$ cat src/rtl/qc16_pkg.sv
package qc16_pkg;
  localparam int unsigned K_W  = 8;
  localparam int unsigned N_W  = 2 * K_W;
  localparam int unsigned ST_W = 2;
  localparam logic [K_W-1:0] DEF_SEED = 8'h17;

  typedef enum logic [ST_W-1:0] {
    ST_CLEAN = 2'b00,
    ST_ONE   = 2'b01,
    ST_TWO   = 2'b10,
    ST_FAIL  = 2'b11
  } qc_status_e;

  // Row i of the circulant: seed rotated left by i places.
  function automatic logic [K_W-1:0] circ_row(input logic [K_W-1:0] seed, input int i);
    logic [N_W-1:0] tmp;
    tmp = {seed, seed} << i;
    return tmp[N_W-1:K_W];
  endfunction
endpackage

$ cat src/rtl/qc16_encoder.sv
module qc16_encoder
  import qc16_pkg::*;
#(
  parameter int unsigned    DW   = K_W,
  parameter logic [DW-1:0]  SEED = DEF_SEED
) (
  input  logic [DW-1:0] data_i,
  output logic [DW-1:0] check_o
);
  logic [DW-1:0] rows [DW];
  logic [DW-1:0] terms [DW];

  for (genvar i = 0; i < DW; i++) begin : g_row
    assign rows[i]  = circ_row(SEED, i);
    assign terms[i] = data_i[i] ? rows[i] : '0;
  end

  always_comb begin
    check_o = '0;
    for (int i = 0; i < DW; i++) check_o = check_o ^ terms[i];
  end
endmodule

$ cat src/rtl/qc16_locator.sv
module qc16_locator
  import qc16_pkg::*;
#(
  parameter int unsigned    DW   = K_W,
  parameter logic [DW-1:0]  SEED = DEF_SEED
) (
  input  logic [DW-1:0]   syn_i,
  output logic [DW-1:0]   flip_o,
  output logic [ST_W-1:0] status_o
);
  localparam int unsigned NPAIR = DW * (DW - 1) / 2;
  localparam int unsigned NHIT  = 2 + 2 * DW + NPAIR;

  logic [DW-1:0]    rows [DW];
  logic [DW-1:0]    d1p0;      // one data flip, no check flip
  logic [DW-1:0]    d1p1;      // one data flip plus one check flip
  logic [NPAIR-1:0] pair_hit;  // two data flips
  logic [DW-1:0]    pair_flip;
  logic             p1, p2;    // check-byte flips only
  logic             zero;
  logic [NHIT-1:0]  all_hits;

  for (genvar i = 0; i < DW; i++) begin : g_single
    assign rows[i] = circ_row(SEED, i);
    assign d1p0[i] = (syn_i == rows[i]);
    assign d1p1[i] = ($countones(syn_i ^ rows[i]) == 1);
  end

  always_comb begin
    int k;
    k = 0;
    pair_hit  = '0;
    pair_flip = '0;
    for (int i = 0; i < DW; i++) begin
      for (int j = i + 1; j < DW; j++) begin
        if (syn_i == (rows[i] ^ rows[j])) begin
          pair_hit[k]  = 1'b1;
          pair_flip[i] = 1'b1;
          pair_flip[j] = 1'b1;
        end
        k = k + 1;
      end
    end
  end

  assign zero     = (syn_i == '0);
  assign p1       = ($countones(syn_i) == 1);
  assign p2       = ($countones(syn_i) == 2);
  assign all_hits = {p1, p2, d1p0, d1p1, pair_hit};

  always_comb begin
    if (zero)                                 status_o = ST_CLEAN;
    else if (p1 || (|d1p0))                   status_o = ST_ONE;
    else if (p2 || (|d1p1) || (|pair_hit))    status_o = ST_TWO;
    else                                      status_o = ST_FAIL;
  end

  assign flip_o = d1p0 | d1p1 | pair_flip;

  always_comb begin
    AST_ONE_MATCH: assert ($onehot0(all_hits)) else $error("syndrome matched twice");
  end
endmodule

$ cat src/rtl/qc16_codec.sv
module qc16_codec
  import qc16_pkg::*;
#(
  parameter int unsigned    DW   = K_W,
  parameter logic [DW-1:0]  SEED = DEF_SEED
) (
  input  logic            clk,
  input  logic            rst,
  input  logic [DW-1:0]   wr_data,
  output logic [DW-1:0]   wr_data_q,
  output logic [DW-1:0]   wr_parity,
  input  logic [DW-1:0]   rd_data,
  input  logic [DW-1:0]   rd_parity,
  output logic [DW-1:0]   rd_fixed,
  output logic [ST_W-1:0] rd_status
);
  logic [DW-1:0]   enc_chk;
  logic [DW-1:0]   reenc_chk;
  logic [DW-1:0]   syn;
  logic [DW-1:0]   flip;
  logic [ST_W-1:0] status;

  qc16_encoder #(.DW(DW), .SEED(SEED)) u_wr_enc (
    .data_i (wr_data),
    .check_o(enc_chk)
  );

  qc16_encoder #(.DW(DW), .SEED(SEED)) u_rd_enc (
    .data_i (rd_data),
    .check_o(reenc_chk)
  );

  assign syn = reenc_chk ^ rd_parity;

  qc16_locator #(.DW(DW), .SEED(SEED)) u_loc (
    .syn_i   (syn),
    .flip_o  (flip),
    .status_o(status)
  );

  always_ff @(posedge clk) begin
    if (rst) begin
      wr_data_q <= '0;
      wr_parity <= '0;
      rd_fixed  <= '0;
      rd_status <= '0;
    end else begin
      wr_data_q <= wr_data;
      wr_parity <= enc_chk;
      rd_fixed  <= rd_data ^ flip;
      rd_status <= status;
    end
  end

  AST_RESET_CLEAR: assert property (@(posedge clk)
    rst |=> (wr_data_q == '0 && wr_parity == '0 && rd_fixed == '0 && rd_status == '0));

  AST_DATA_PASS: assert property (@(posedge clk) disable iff (rst)
    !$past(rst) |-> (wr_data_q == $past(wr_data)));

  AST_CLEAN_WORD: assert property (@(posedge clk) disable iff (rst)
    (syn == '0) |=> (rd_status == ST_CLEAN && rd_fixed == $past(rd_data)));

  AST_FAIL_RAW: assert property (@(posedge clk) disable iff (rst)
    (rd_status == ST_FAIL) |-> (rd_fixed == $past(rd_data)));

  AST_SINGLE_FLIP: assert property (@(posedge clk) disable iff (rst)
    (status == ST_ONE) |=> ($countones(rd_fixed ^ $past(rd_data)) <= 1));
endmodule

$ cat config.mk
export PLATFORM = sky130hd
export DESIGN_NAME = qc16_codec
export DESIGN_NICKNAME = d
export VERILOG_FILES = /design/src/rtl/qc16_pkg.sv /design/src/rtl/qc16_encoder.sv /design/src/rtl/qc16_locator.sv /design/src/rtl/qc16_codec.sv
export SDC_FILE = /design/constraint.sdc
export NUM_CORES = 1
export LEC_CHECK = 0
export BUFFER_PORTS_ARGS = -buffer_cell sky130_fd_sc_hd__clkbuf_2
export CORE_UTILIZATION = 30
export CTS_CLUSTER_DIAMETER = 80
export CTS_CLUSTER_SIZE = 8
export DETAILED_ROUTE_END_ITERATION = 10
export PLACE_DENSITY = 0.55
export SLEW_MARGIN = 20
export SYNTH_ARGS = -nofsm -noshare
export SYNTH_HDL_FRONTEND = slang
export SYNTH_HIERARCHICAL = 1
export SYNTH_SLANG_ARGS = --single-unit
$ cat constraint.sdc
create_clock -name clk -period 5.1 [get_ports clk]
set_input_delay 0.255 -clock clk [delete_from_list [all_inputs] [get_ports clk]]
set_output_delay 0.255 -clock clk [all_outputs]
set_load 0.02 [all_outputs]
# Yosys cells after proc, flatten, opt, wreduce, memory -nomap -nowiden

Index checks and enable logic that the tools add are counted.

Flip-flop bits (word level): 26
Bits in latches: 0
RAM bits: 0
Memories kept: 0
Memory bits (read-only): 0
Output and inout port bits: 26

Equality and inequality tests: 46
Order comparisons: 0
$mul: 0
Divide/modulo/power cells: 0
Shifts and indexed selects: 0
Bitwise logic cells: 26
$add $sub $neg: 55
Reductions and logical operators: 9
Mux-type cells: 89

Operators by type and width:

| operator              | count |
|---|---|
| $add A32 B32 Y32      | 27 |
| $eq A32 B2 Y1 const B | 9 |
| $eq A8 B8 Y1 const B  | 20 |
| $xor A8 B8 Y8         | 16 |
| $eq A8 B7 Y1 const B  | 10 |
| $mux W1               | 66 |
| $mux W8               | 8 |
| $add A1 B1 Y2         | 28 |
| $eq A8 B6 Y1 const B  | 5 |
| $eq A32 B3 Y1 const B | 1 |
| $not A4 Y4            | 8 |
| $mux W7               | 4 |
| $reduce_or A28 Y1     | 1 |
| $or A8 B8 Y8          | 2 |
| $reduce_or A8 Y1      | 2 |
| $mux W2               | 7 |
| $mux W6               | 2 |
| $mux W5               | 2 |
| $eq A8 B5 Y1 const B  | 1 |
| $logic_not A8 Y1      | 1 |
| $logic_or A1 B1 Y1    | 3 |
| $reduce_or A3 Y1      | 1 |
| $reduce_or A2 Y1      | 1 |

# Longest topological paths before layout

Word-level depth: 19
Gate-level depth with buffers: 18
Mapped depth without buffers: 17

# By module

Netlist, hierarchy kept.

By module, submodules not included:

| module       | times used | area an instance (µm²) | cells an instance |
|---|---|---|---|
| qc16_locator | 1          | 2185.8                 | 243 |
| qc16_codec   | 1          | 820.8                  | 70 |
| qc16_encoder | 2          | 195.2                  | 21 |

# Least setup slack after synthesis

Ideal clock, no wire load.

Path kind: input to register
Start point: in rd_data[4]
End point: reg rd_status[0]
Arrival: 4336 ps
Setup slack: 699 ps
Stages on the path: 18
Path buffers: 1
Cell sequence: clkbuf_2 > xnor2_1 > xnor2_1 > xor2_1 > inv_1 > ha_1 > inv_1 > fa_1 > fa_1 > inv_1 > ha_1 > fa_1 > or4b_1 > nand3_1 > a211o_1 > nand2_1 > o41ai_2 > nor2b_1

Word-level cells in the longest chain between the ends: 16
Elaborated cells between the ends (all ways): 146
Classes of those cells: 48 x add/sub; 46 x eq/ne; 31 x mux; 13 x bitwise; 8 x reduce/logical

Ends and longest elaborated chain:

| element                                              | line               | text |
|---|---|---|
| from (decl)                                          | qc16_codec.sv:12   | `input logic [DW-1:0] rd_data,` |
| $mux W7 (*)                                          | qc16_encoder.sv:15 | `assign terms[i] = data_i[i] ? rows[i] : '0;` |
| $xor A8 B8 Y8 (*) (4 in series)                      | qc16_encoder.sv:20 | `for (int i = 0; i < DW; i++) check_o = check_o ^ terms[i];` |
| via reenc_chk[6]                                     | qc16_codec.sv:18   | `logic [DW-1:0] reenc_chk;` |
| $xor A8 B8 Y8 (*)                                    | qc16_codec.sv:33   | `assign syn = reenc_chk ^ rd_parity;` |
| via syn[6]                                           | qc16_codec.sv:19   | `logic [DW-1:0] syn;` |
| $not A4 Y4 (no source line)                          | -                  |  |
| $add A1 B1 Y2 (implied by the code)                  | qc16_locator.sv:26 | `assign d1p1[i] = ($countones(syn_i ^ rows[i]) == 1);` |
| $add A32 B32 Y32 (implied by the code) (2 in series) | qc16_locator.sv:26 |  |
| $eq A32 B2 Y1                                        | qc16_locator.sv:26 |  |
| $reduce_or A8 Y1                                     | qc16_locator.sv:54 | `else if (p2 \|\| (\|d1p1) \|\| (\|pair_hit)) status_o = ST_TWO;` |
| $logic_or A1 B1 Y1 (2 in series)                     | qc16_locator.sv:54 |  |
| $mux W1                                              | qc16_locator.sv:54 |  |
| $mux W1                                              | qc16_locator.sv:53 | `else if (p1 \|\| (\|d1p0)) status_o = ST_ONE;` |
| to (signal assigned)                                 | qc16_codec.sv:51   | `rd_status <= status;` |
| to (decl)                                            | qc16_codec.sv:15   | `output logic [ST_W-1:0] rd_status` |

Mark *: on every way through the listed nets, which the timed path passes. The rest lies on a longest branch.
A chain may end at the register's enable or synchronous reset.

# Worst setup path in the final report

Start point: in rd_data[6]
End point: reg rd_status[0]

Word-level cells in the longest chain between the ends: 14
Elaborated cells between the ends (all ways): 144
Classes of those cells: 48 x add/sub; 46 x eq/ne; 31 x mux; 11 x bitwise; 8 x reduce/logical

Ends and longest elaborated chain:

| element                                              | line |
|---|---|
| $mux W8 (*)                                          | qc16_encoder.sv:15 |
| $xor A8 B8 Y8 (*) (2 in series)                      | qc16_encoder.sv:20 |
| via reenc_chk[0]                                     | qc16_codec.sv:18 |
| $xor A8 B8 Y8 (*)                                    | qc16_codec.sv:33 |
| via syn[0]                                           | qc16_codec.sv:19 |
| $not A4 Y4 (no source line)                          | - |
| $add A1 B1 Y2 (implied by the code)                  | qc16_locator.sv:26 |
| $add A32 B32 Y32 (implied by the code) (2 in series) | qc16_locator.sv:26 |
| $eq A32 B2 Y1                                        | qc16_locator.sv:26 |
| $reduce_or A8 Y1                                     | qc16_locator.sv:54 |
| $logic_or A1 B1 Y1 (2 in series)                     | qc16_locator.sv:54 |
| $mux W1                                              | qc16_locator.sv:54 |
| $mux W1                                              | qc16_locator.sv:53 |

Marked as above.

==> results.json <==
{
  "status": "finished clean",
  "wl_per_cell_um": 15.37,
  "num_vias": 2718,
  "cts_resized": 0,
  "required_ps": 5280,
  "p_leak_uw": 0.001816,
  "internal_power_uw": 1298,
  "grt_start_max_net_pins": 27,
  "drive_gt1_share_pct": 19.51,
  "antenna_cells": 0,
  "overflow": 0,
  "yosysWarningCount": 6,
  "async_flop_share_pct": 0,
  "fin_tns_setup_ps": 0,
  "cp_top_family": "adder cells",
  "first_pass_iters": 4,
  "yosysMostFrequentCell": "inv_1",
  "gp_congestion": 0.9265,
  "worst_slew_pin_slew_ps": 571.0,
  "pwr-share-seq_pct": 10.3,
  "synthesis.area_mm2": 0.003397,
  "synthesis.nets": 450,
  "path_max_fanout": 6,
  "cts_buffer_depth": 2,
  "die-area_mm2": 0.01175,
  "tritoncts": "yes",
  "coreArea_mm2": 0.01094,
  "antenna_left": 0,
  "clkSinkCount": 26,
  "grtUsageTotal_pct": 14.97,
  "worst_path_max_delay_cell": "fa_1",
  "ir_drop_mv": 0.3129,
  "synthTopCellsByArea": "fa_1, dfxtp_1, ha_1",
  "dr.first_iter.drc_count": 285,
  "drcViolationCount": 0,
  "fp-row-count": 38,
  "cp_slowest_stage_delay_ps": 530,
  "die_width_um": 108.4,
  "io_pins": 52,
  "antenna_found_initial": 0,
  "routed_wl_um": 8378,
  "synth_edf_count": 0,
  "rsz0062_at_grt": "false",
  "end_kind": "flip-flop",
  "hpwl_um": 7099,
  "p_sw_share_pct": 49.76,
  "path_buf_inv": 4,
  "cts_setup_buffers": 0,
  "nNetsFinal": 501,
  "htreeDepth": 1,
  "holdBufCountCts": 0,
  "synth-seq-area-share_pct": 15.32,
  "syn_area_per_cell_um2": 9.569,
  "max_freq_mhz": 220.7,
  "synth_top_cell_by_area": "fa_1",
  "syn_to_final_growth_pct": 13.30,
  "synthTopCellsByCount": "inv_1, nand4_1, fa_1, xnor2_1, ha_1",
  "yosys.area.top_type_share_pct": 21.22,
  "p_comb_share_pct": 82.7,
  "vias_per_cell": 4.987,
  "portBuffers": 51,
  "worst_setup_path_start_kind": "primary input",
  "relSlewSlack_pct": 61.81,
  "maxCapViolations": 0,
  "syn-instance-count": 355,
  "dpl.cell_count": 541,
  "fin_cells": 545,
  "place_ws_ps": 352.5,
  "path_cells": "clkbuf_2, xor2_1, xnor2_1, xor2_1, inv_1, ha_1, inv_1, fa_1, fa_1, inv_1, ha_1, fa_1, or4b_1, nand3_1, a211o_1, nand2_1, o41ai_2, nor2b_1",
  "ys.flop_type": "dfxtp_1",
  "die_y_um": 108.4,
  "ys_ff_latch": 26,
  "path_clk_slew_ps": 60,
  "synthDistinctLibCells": 48,
  "min_path_type": "in -> reg",
  "layout_worst_path_cycle_share_pct": 88.82,
  "worst_slack_ps": 570.0,
  "clockPowerShare_pct": 7.1,
  "setup_viol": 0,
  "fillers": 1139,
  "hold_viol_final": 0,
  "grt_pass1_vias": 2675,
  "p_sw_uw": 1285,
  "clock-root-buffer": "clkbuf_16",
  "floorplan.initialDensity_pct": 31.06,
  "critPathKind": "in -> reg",
  "cts_buffers": 3,
  "grt_pass1_wl_um": 13730,
  "finalCriticalPeriod_ps": 4530,
  "final-max-slew-violation-count": 0,
  "cellPowerDensity_mw_per_mm2": 671.2,
  "worstPathArrival_ps": 4710
}
-- power groups by stage --
stage                     Clock [uW]  Combinational, uW  Sequential (uW)
after detailed placement           0               2140              270
after floorplan                    0               1550              324
after CTS                        188               2160              266
after global placement             0               2080              269
final                            182               2140              265
after global routing             196               2410              268
-- cells by family (layout without fill, tap and decap cells) --
kind of cell               after synthesis  in the layout  synth area share, %
AOI/OAI and AO/OA                       26             26                6.114
xor gates and xnor gates                56             56                15.32
adders and majority gates               69             69                33.37
buffers and inverters                   67            117                10.06
DFF                                     26             26                15.32
muxes                                    1              1               0.3315
and+or+nand+nor                        110            110                19.48
-- registers in the layout, indices dropped and copies added, names as in the netlist --
name,count
rd_fixed,8
rd_status,2
wr_data_q,8
wr_parity,8
-- final cells by class --
| cell class | instances | area [um2] | area share (%) |
|---|---|---|---|
| flip-flops and latches | 26 | 520.5 | 13.52 |
| inverters | 51 | 191.4 | 4.974 |
| well taps | 140 | 175.2 | 4.551 |
| repair buffers | 62 | 337.8 | 8.778 |
| clock buffers | 4 | 88.84 | 2.308 |
| multi-input cells | 262 | 2535 | 65.86 |
-- layout by cell type (no fill, tap or decap), drive strengths merged, types with 4 or more instances in the layout --
cell type  Yosys  routed
dfxtp         26      26
clkbuf         2      55
nor2           9       9
inv           51      51
ha            33      33
buf           14      11
nand2         12      12
nor2b         22      22
nand4         37      37
and2b          4       4
xnor2         36      36
xor2          20      20
nand3         10      10
fa            36      36
a21oi          4       4
-- final timing paths --
path / from / to / slack (ps) / cells after the start
setup / recovery: rd_data[6] / rd_status[0]$_SDFF_PP0_ / 570 / 18
hold / removal: wr_data[7] / wr_data_q[7]$_SDFF_PP0_ / 300 / 2
-- per-layer routing --
layer | track usage [%] | wire length [um]
met1 | 20.64 | 3791
met2 | 24.91 | 4029
met3 | 1.627 | 439
met4 | 3.571 | 119
met5 | 0 | 0
-- metrics by stage --
stage / area (um2) / hold WS (ps) / util [%] / power (uW)
6_report: 3849 / 298.2 / 35.19 / 2583
5_1_grt: 3849 / 311.7 / 35.19 / 2879
4_1_cts: 3849 / 305.5 / 35.19 / 2611
3_5_place_dp: 3760 / 564.9 / 34.38 / 2413
3_3_place_gp: 3760 / 545.8 / 34.38 / 2349
2_1_floorplan: 3397 / 326.6 / - / 1877
No activity file was read; power rests on OpenSTA's default activity.
